[config.mk]
export PLATFORM = sky130hd
export DESIGN_NAME = rfsh_engine
export DESIGN_NICKNAME = d
export VERILOG_FILES = /design/src/rtl/rfsh_pkg.sv /design/src/rtl/rfsh_sr_timer.sv /design/src/rtl/rfsh_addr_ctr.sv /design/src/rtl/rfsh_retention.sv /design/src/rtl/rfsh_engine.sv
export SDC_FILE = /design/constraint.sdc
export NUM_CORES = 1
export LEC_CHECK = 0
export ABC_AREA = 1
export BUFFER_PORTS_ARGS = -buffer_cell sky130_fd_sc_hd__buf_2
export CAP_MARGIN = 20
export CORE_MARGIN = 2
export CORE_UTILIZATION = 46
export CTS_BUF_LIST = sky130_fd_sc_hd__clkbuf_4 sky130_fd_sc_hd__clkbuf_8
export CTS_CLUSTER_DIAMETER = 50
export DETAILED_ROUTE_END_ITERATION = 16
export GPL_TIMING_DRIVEN = 0
export PLACE_DENSITY_LB_ADDON = 0.3
export SKIP_CTS_REPAIR_TIMING = 1
export SLEW_MARGIN = 40
export SYNTH_ARGS = -nofsm -noshare
export SYNTH_HDL_FRONTEND = slang
export SYNTH_SLANG_ARGS = --single-unit
[constraint.sdc]
create_clock -name clk -period 3.39 [get_ports clk]
set_input_delay 0.678 -clock clk [delete_from_list [all_inputs] [get_ports clk]]
set_output_delay 0.678 -clock clk [all_outputs]
set_load 0.02 [all_outputs]
[src/rtl/rfsh_pkg.sv]
package rfsh_pkg;

  // Self-refresh interval in clock edges for a given select code.
  function automatic int unsigned sr_period(input int unsigned base,
                                            input int unsigned sel);
    return base << sel;
  endfunction

  // Flat position of a (bank,row) pair within the retention array.
  function automatic int unsigned flat_index(input int unsigned bank,
                                             input int unsigned row,
                                             input int unsigned rows);
    return bank * rows + row;
  endfunction

endpackage

[src/rtl/rfsh_sr_timer.sv]
module rfsh_sr_timer #(
  parameter int unsigned SR_BASE = 4,
  parameter int unsigned SEL_W   = 2
) (
  input  logic             clk,
  input  logic             rst_n,
  input  logic             run,
  input  logic [SEL_W-1:0] sel,
  output logic             tick
);
  localparam int unsigned MAX_P = SR_BASE << ((1 << SEL_W) - 1);
  localparam int unsigned TW    = $clog2(MAX_P + 1);

  logic [TW-1:0] cnt;
  logic [TW-1:0] lim;

  assign lim  = TW'(rfsh_pkg::sr_period(SR_BASE, 32'(sel)) - 1);
  assign tick = run && (cnt == lim);

  always_ff @(posedge clk or negedge rst_n) begin
    if (!rst_n)           cnt <= '0;
    else if (!run || tick) cnt <= '0;
    else                   cnt <= cnt + 1'b1;
  end
endmodule

[src/rtl/rfsh_addr_ctr.sv]
module rfsh_addr_ctr #(
  parameter int unsigned ROWS  = 8,
  parameter int unsigned BANKS = 4,
  localparam int unsigned ROW_W  = $clog2(ROWS),
  localparam int unsigned BANK_W = $clog2(BANKS)
) (
  input  logic              clk,
  input  logic              rst_n,
  input  logic              adv,
  output logic [ROW_W-1:0]  row,
  output logic [BANK_W-1:0] bank
);
  localparam logic [ROW_W-1:0]  ROW_LAST  = ROW_W'(ROWS - 1);
  localparam logic [BANK_W-1:0] BANK_LAST = BANK_W'(BANKS - 1);

  always_ff @(posedge clk or negedge rst_n) begin
    if (!rst_n) begin
      row  <= '0;
      bank <= '0;
    end else if (adv) begin
      if (row == ROW_LAST) begin
        row  <= '0;
        bank <= (bank == BANK_LAST) ? '0 : bank + 1'b1;
      end else begin
        row <= row + 1'b1;
      end
    end
  end
endmodule

[src/rtl/rfsh_retention.sv]
module rfsh_retention #(
  parameter int unsigned ROWS  = 8,
  parameter int unsigned BANKS = 4,
  parameter int unsigned TREF  = 256,
  localparam int unsigned ROW_W  = $clog2(ROWS),
  localparam int unsigned BANK_W = $clog2(BANKS),
  localparam int unsigned N      = ROWS * BANKS
) (
  input  logic              clk,
  input  logic              rst_n,
  input  logic              hit,
  input  logic [BANK_W-1:0] hit_bank,
  input  logic [ROW_W-1:0]  hit_row,
  input  logic [BANK_W-1:0] probe_bank,
  input  logic [ROW_W-1:0]  probe_row,
  output logic              probe_valid,
  output logic [N-1:0]      valid_vec
);
  localparam int unsigned AGE_W = $clog2(TREF + 1);
  localparam int unsigned IDX_W = $clog2(N);
  localparam logic [AGE_W-1:0] LIMIT = AGE_W'(TREF);

  logic [IDX_W-1:0] hit_idx;
  logic [IDX_W-1:0] probe_idx;

  assign hit_idx   = IDX_W'(rfsh_pkg::flat_index(32'(hit_bank), 32'(hit_row), ROWS));
  assign probe_idx = IDX_W'(rfsh_pkg::flat_index(32'(probe_bank), 32'(probe_row), ROWS));

  for (genvar i = 0; i < N; i++) begin : g_age
    logic [AGE_W-1:0] age;
    logic             here;
    assign here = hit && (hit_idx == IDX_W'(i));
    always_ff @(posedge clk or negedge rst_n) begin
      if (!rst_n)                    age <= '0;
      else if (here && age < LIMIT)  age <= '0;
      else if (age < LIMIT)          age <= age + 1'b1;
    end
    assign valid_vec[i] = (age < LIMIT);
  end

  assign probe_valid = valid_vec[probe_idx];
endmodule

[src/rtl/rfsh_engine.sv]
module rfsh_engine #(
  parameter int unsigned ROWS    = 8,
  parameter int unsigned BANKS   = 4,
  parameter int unsigned TREF    = 256,
  parameter int unsigned SR_BASE = 4,
  localparam int unsigned ROW_W  = $clog2(ROWS),
  localparam int unsigned BANK_W = $clog2(BANKS),
  localparam int unsigned SEL_W  = 2
) (
  input  logic              clk,
  input  logic              rst_n,
  input  logic              ar_cmd,
  input  logic              sr_mode,
  input  logic              emr_wr,
  input  logic [SEL_W-1:0]  emr_period_sel,
  input  logic [BANKS-1:0]  emr_bank_en,
  input  logic [BANK_W-1:0] probe_bank,
  input  logic [ROW_W-1:0]  probe_row,
  output logic              rf_stb,
  output logic [BANK_W-1:0] rf_bank,
  output logic [ROW_W-1:0]  rf_row,
  output logic              probe_valid
);
  localparam int unsigned N = ROWS * BANKS;

  logic [SEL_W-1:0]  sel_q;
  logic [BANKS-1:0]  mask_q;
  logic              sr_tick;
  logic              evt;
  logic              do_rf;
  logic [ROW_W-1:0]  cnt_row;
  logic [BANK_W-1:0] cnt_bank;
  logic [N-1:0]      valid_vec;

  // Mode register: frozen while the device refreshes itself.
  always_ff @(posedge clk or negedge rst_n) begin
    if (!rst_n) begin
      sel_q  <= '0;
      mask_q <= '1;
    end else if (emr_wr && !sr_mode) begin
      sel_q  <= emr_period_sel;
      mask_q <= emr_bank_en;
    end
  end

  rfsh_sr_timer #(.SR_BASE(SR_BASE), .SEL_W(SEL_W)) u_timer (
    .clk(clk), .rst_n(rst_n), .run(sr_mode), .sel(sel_q), .tick(sr_tick)
  );

  assign evt   = (ar_cmd && !sr_mode) || sr_tick;
  assign do_rf = evt && (!sr_mode || mask_q[cnt_bank]);

  rfsh_addr_ctr #(.ROWS(ROWS), .BANKS(BANKS)) u_ctr (
    .clk(clk), .rst_n(rst_n), .adv(evt), .row(cnt_row), .bank(cnt_bank)
  );

  rfsh_retention #(.ROWS(ROWS), .BANKS(BANKS), .TREF(TREF)) u_ret (
    .clk(clk), .rst_n(rst_n), .hit(do_rf), .hit_bank(cnt_bank),
    .hit_row(cnt_row), .probe_bank(probe_bank), .probe_row(probe_row),
    .probe_valid(probe_valid), .valid_vec(valid_vec)
  );

  always_ff @(posedge clk or negedge rst_n) begin
    if (!rst_n) begin
      rf_stb  <= 1'b0;
      rf_bank <= '0;
      rf_row  <= '0;
    end else begin
      rf_stb <= do_rf;
      if (do_rf) begin
        rf_bank <= cnt_bank;
        rf_row  <= cnt_row;
      end
    end
  end
endmodule

Word level (Yosys, flattened, before mapping)
Cells that the tools add are included.
Operators by class
  shift-type cells: 1
  bitwise gates (word level): 0
  divide/modulo/power cells: 0
  $lt $le $gt $ge: 34
  $mul: 0
  eq/ne operators: 34
  reduce and logical (&&, ||, !) cells: 106
  multiplexer cells: 71
  add/subtract/negate cells: 38
Operators with widths (number)
  $mux W9: 64
  $add A9 B1 Y9 const B: 32
  $lt A9 B9 Y1 const B: 32
  $eq A5 B5 Y1 const B: 16
  $logic_and A1 B1 Y1: 68
  $reduce_bool A2 Y1: 32
  $eq A5 B4 Y1 const B: 8
  $eq A5 B3 Y1 const B: 4
  $add A5 B3 Y5: 2
  $eq A5 B2 Y1 const B: 2
  $add A6 B1 Y6 const B: 1
  $eq A6 B6 Y1: 1
  $lt A5 B6 Y1 const B: 1
  $mux W6: 1
  $shl A3 B2 Y6 const A: 1
  $sub A6 B1 Y6 const B: 1
  $bmux W1 S5: 1
  $eq A5 B1 Y1 const B: 1
  $logic_not A5 Y1: 1
  $add A3 B1 Y3 const B: 1
  $eq A3 B3 Y1 const B: 1
  $logic_or A1 B1 Y1: 3
  $lt A2 B3 Y1 const B: 1
  $mux W3: 1
  other kinds (7): 8
Word-level totals
  bits in latches: 0
  word-level logic and storage cells: 324
  memories: 0
  memory bits (writable): 0
  flip-flop bits (word level): 311
  memory bits (read-only): 0

Longest topological paths before layout
  word-level depth: 9
  gate-level depth with buffers: 11
  gate-level depth less buffers: 10

By module
A second synthesis with hierarchy kept.
Unflattened totals
  cell total of the unflattened synthesis: 1983
  area total of the unflattened synthesis: 15821.4 µm²
By module, submodules not included
  rfsh_retention: sequential area each 7206.9 µm², times used 1, cells each 1851, area an instance 14707.9 µm²
  rfsh_engine: sequential area each 305.3 µm², times used 1, cells each 54, area an instance 515.5 µm²
  rfsh_sr_timer: sequential area each 150.1 µm², times used 1, cells each 50, area an instance 357.8 µm²
  rfsh_addr_ctr: sequential area each 125.1 µm², times used 1, cells each 28, area an instance 240.2 µm²

Worst setup path after synthesis
Ideal clock, no wire load.
  path type: input-to-output
  start point: input port probe_row[0]
  end point: output port probe_valid
  buffers on the path: 2
  path slack: 1009 ps
  cell stages on the path: 10
  data required time: 2712 ps
  arrival: 1703 ps
  path through: buf_2 inv_1 clkbuf_1 a21oi_1 o21ai_0 nand3_1 nand3_1 nand2_1 nand2_1 nand2_1
Between the ends
  longest elaborated chain between the ends: 3
Ends and longest elaborated chain
  start: declaration: line rfsh_engine.sv:18  | input logic [ROW_W-1:0] probe_row,
  $add A5 B3 Y5: line rfsh_pkg.sv:13  | return bank * rows + row;
  $bmux W1 S5: line rfsh_retention.sv:41  | assign probe_valid = valid_vec[probe_idx];
  $mux W1 (not written as such): line rfsh_retention.sv:41
  end: declaration: line rfsh_engine.sv:22  | output logic probe_valid
No other way between the ends. The select of a mux whose other input is x is not followed.

Worst setup path in the final report
  start point: input port probe_row[1]
  end point: output port probe_valid
The elaborated chain is that of the path after synthesis.

==> run summary <==
The leakage power is 0.0113 µW. The maximum cell stage delay along the critical path is 0.33 ns. For this run, the register share of the synthesized area comes to 44.5%. The die boundary width was 199 µm; the highest net fanout along the worst path was 9.

For this run, the detailed router's first-pass iteration total came to 5. Max-cap violations in this run came to 0. For this run, the number of Yosys warnings is 0. The logs give 2432 for the final layout net count and 62.9 mm for the first-pass GRT wire length. Total of flip-flops plus latches after synthesis: 311.

The worst setup path category is primary input to primary output. Setup repair after global routing left no endpoint under its margin. Master of the slowest instance on the critical path: clkbuf_1.

Cells fill 52.1% of the core in the end. The tools report the startpoint of the most critical hold path as emr_period_sel[0]. The run gives 0 as the max-slew violation count.

After clock tree synthesis, the clock-pin slew on the worst setup and hold paths is 0.05 ns. The run gives 330 MHz as the highest clock frequency the design can meet. The global-route layer with the greatest usage was met2. The initial core utilization is 46.6%, and the global routing met1 resource utilization is 24.9%. The clock drives 311 sinks. STA classifies the critical path endpoint as a primary output.

Dividing the detail-routed wire length by the instance count gives 12.3 µm. The sum of overflow across all layers after global routing came out at 0. The logs give 63.3% for the relative slew slack and 0 for the initial antenna violation count. At the placement stage, the worst setup path has a slack of 0.389 ns. The arrival time of the worst setup path is 2.35 ns.

Wires add up to 36.0 mm. The fraction of power consumed by the clock network is 28.2%, and the number of top-level pins is 23. Across every metal layer, demand over resource in global routing totals 19.4%.

The total area inside the core boundary comes to 0.0376 mm². Routability-driven placement finished with a final weighted congestion of 0.896. The DRC violation count after routing was 0.

For the number of distinct library cell variants in the gate-level netlist after synthesis, the log shows 38. Sorting the synthesized cells by area gives the leading types as dfrtp_1 44%, inv_1 13%, nand2_1 13%, nand3_1 5.6%, nand4_4 3.6%. The vertical die dimension works out to 199 µm. Summed over all nets, the switching power comes to 4680 µW. At the worst endpoint, the required time is 2.71 ns.

CTS built an H-tree with a depth of 2. The signal on the critical path passes through clkbuf_1, inv_1, a21oi_1, o21ai_0, nand3_1, nand3_1, nand2_1, nand2_1, nand2_1, buf_2. Combinational logic burns 28.0% of the power. Overall power consumption after layout is estimated at 13000 µW. The worst register-to-register path begins at u_ctr.bank[0]. The worst IR drop on VDD is 0.000338 V, and the routed via count is 13863. In this run the remaining antenna-violating nets after routing total 0. Total internal power: 8320 µW. The worst setup slack after layout is 0.361 ns. The switching power as a share of total power came out at 36.0%. After synthesis, the largest area contributor takes up 43.9% of total cell area. Input and output buffers added on the ports amount to 20.

At the pin with the least slew margin, the transition time is 0.550 ns. The area growth from synthesis to layout was 11.8%. Of the cells placed in the final design, the portion with a size suffix greater than 1 is 8.07%. The layout has 3547 filler cells. Counting the buffers created by CTS gives 55. The clock root buffer was clkbuf_8. The time the worst path needs with I/O delays and setup is 3.03 ns, and the synthesized netlist cell count is 2294.

For this run, global-route usage on met3 was measured as 3.37%. Averaged over all synthesized cells, the footprint is 7.63 µm². The sequential share of power is 43.8%. The cell with the most instances on the worst path is nand2_1. The number of instances on the worst hold path is 2.

The number of antenna diodes in the final layout is 0. Entering global routing, the biggest net connects 69 pins. The logs give 0.62 ns for the clock latency at the later pin of the worst-skew pair and 2349 for the net count after synthesis.

The final number of hold-violating endpoints is 0, and the maximum root-to-sink buffer count is 3. For the count of standard-cell rows, the log shows 71. The worst reg-to-reg setup slack came out at 1.33 ns. The number of global-route vias before repair came out at 13698.

The critical path startpoint was probe_row[1]. The worst hold path terminates at sel_q[0]. The detailed router finished its first iteration with 753 violations. TritonCTS built the clock tree. Kind of start point of the critical path: a primary input. The min-delay analysis places its worst path in the category primary input to register. The routed via count divided by cell count came out at 4.73. The synthesized netlist occupies a cell area of 0.0175 mm². The wire-length estimate of the detail-placed layout is 25.5 mm. The flow ran to the end, and the final reports show no timing, DRC or antenna violations. The power per standard cell area was 664 mW/mm². Across all hold checks on the routed design, the worst slack comes to 0.311 ns. The number of cells on the worst reg-to-reg path is 8. Clock skew on the completed layout was measured at 0.0244 ns. Setup violations remaining at the end of the flow were counted as 0. Of all cell types, the one taking the most synthesized area is dfrtp_1. The die covers 0.0396 mm². The portion of the clock cycle consumed by the worst path in the final layout came out at 89.4%. For the met2 usage, the log shows 32.5%. Destination of the worst register-to-register timing path: u_ret.g_age[17].age[8].
## metal layers
layer | vias to the layer above | wire, µm | part of all wire, %
met4 | 0 | 1080 | 3.0
met1 | 6399 | 16400 | 45
met3 | 77 | 1680 | 4.7
met5 | - | 0 | 0
met2 | 251 | 16900 | 47
li1 | 7136 | - | -
## how the worst max path moves through the flow
| stage | endpoint | slack (ns) | cells after the start |
|---|---|---|---|
| final | probe_valid | 0.36 | 10 |
| after global routing | probe_valid | 0.25 | 10 |
| after CTS | probe_valid | 0.39 | 9 |
| after detailed placement | probe_valid | 0.39 | 9 |
| after global placement | u_ret.g_age[30].age[5] | -4.43 | 1 |
| after floorplan | probe_valid | 1.01 | 10 |
## metrics by stage
| stage | cell area, µm² | TNS, ns | instances |
|---|---|---|---|
| after floorplan | 17500 | 0 | 2294 |
| final | 19600 | 0 | 2928 |
| after global placement | 18200 | -1356.78 | 2825 |
| after CTS | 19600 | 0 | 2927 |
| after detailed placement | 18400 | 0 | 2830 |
| after global routing | 19600 | 0 | 2928 |
## placed cells by master (no fill, tap or decap), types with 2 or more instances in the layout
cell / count
a21o_1: 7
a21oi_1: 19
a31o_2: 2
buf_12: 4
buf_16: 4
buf_2: 26
buf_4: 5
buf_6: 4
clkbuf_1: 5
clkbuf_4: 21
clkbuf_8: 70
clkinv_2: 4
dfrtp_1: 307
dfstp_2: 4
ha_1: 39
inv_1: 605
mux2_2: 5
nand2_1: 600
nand3_1: 196
nand4_1: 53
nand4_4: 30
nor2_1: 146
nor3_1: 25
o21ai_0: 79
o21ai_1: 9
o21bai_1: 14
o41ai_1: 16
or2_2: 6
xnor2_1: 30
xor2_1: 66
## sequential cells by signal, summed over array words and instances, names as in the netlist
register	count
u_ret.g_age.age	288
u_ctr.row	3
rf_stb	1
rf_row	3
sel_q	2
mask_q	4
u_timer.cnt	6
u_ctr.bank	2
rf_bank	2
## final cells by class
cell class / count / area [µm²] / area share [%]
well taps: 511 / 639 / 3.27
inverters: 607 / 2280 / 11.6
flip-flops and latches: 311 / 7790 / 39.8
repair buffers: 26 / 250 / 1.28
clock inverters: 6 / 57.6 / 0.294
multi-input cells: 1352 / 7240 / 37.0
clock buffers: 91 / 1120 / 5.73
plain buffers: 24 / 196 / 1.00
## power groups by stage
stage | Sequential (µW) | Combinational [µW] | Clock (µW)
2_1_floorplan | 5570 | 2870 | 0
3_3_place_gp | 5680 | 3490 | 0
3_5_place_dp | 5730 | 3640 | 0
4_1_cts | 5690 | 3670 | 3790
5_1_grt | 5850 | 4310 | 3950
6_report | 5700 | 3630 | 3670
## cells by family after synthesis
family,after synthesis,share of synthesized area [%]
xor gates and xnor gates,96,4.80
AOI/OAI and AO/OA,148,4.98
DFF,311,44.5
and+or+nand+nor,1064,28.5
adders and majority gates,39,2.79
muxes,5,0.322
buffers and inverters,631,14.1
## cells in the mapped netlist (all sizes together)
| cell | number |
|---|---|
| nand3b | 1 |
| buf | 19 |
| nor3 | 25 |
| ha | 39 |
| mux2 | 5 |
| nor3b | 1 |
| xor2 | 66 |
| a21o | 7 |
| o21a | 1 |
| nand2 | 602 |
| inv | 606 |
| o21ai | 88 |
| o211ai | 1 |
| and3 | 1 |
| o41ai | 16 |
| clkbuf | 5 |
| a31o | 2 |
| o21bai | 14 |
| a21oi | 19 |
| clkinv | 1 |
| nand4 | 84 |
| dfstp | 4 |
| dfrtp | 307 |
| nor2 | 147 |
| or2 | 6 |
| xnor2 | 30 |
| nand3 | 197 |
## critical path, delay by kind of cell
family / cells / cell delay (ns)
simple gates: 5 / 0.47
buf+inv: 3 / 0.82
compound gates: 2 / 0.37
Power figures use the tool's default switching activity.
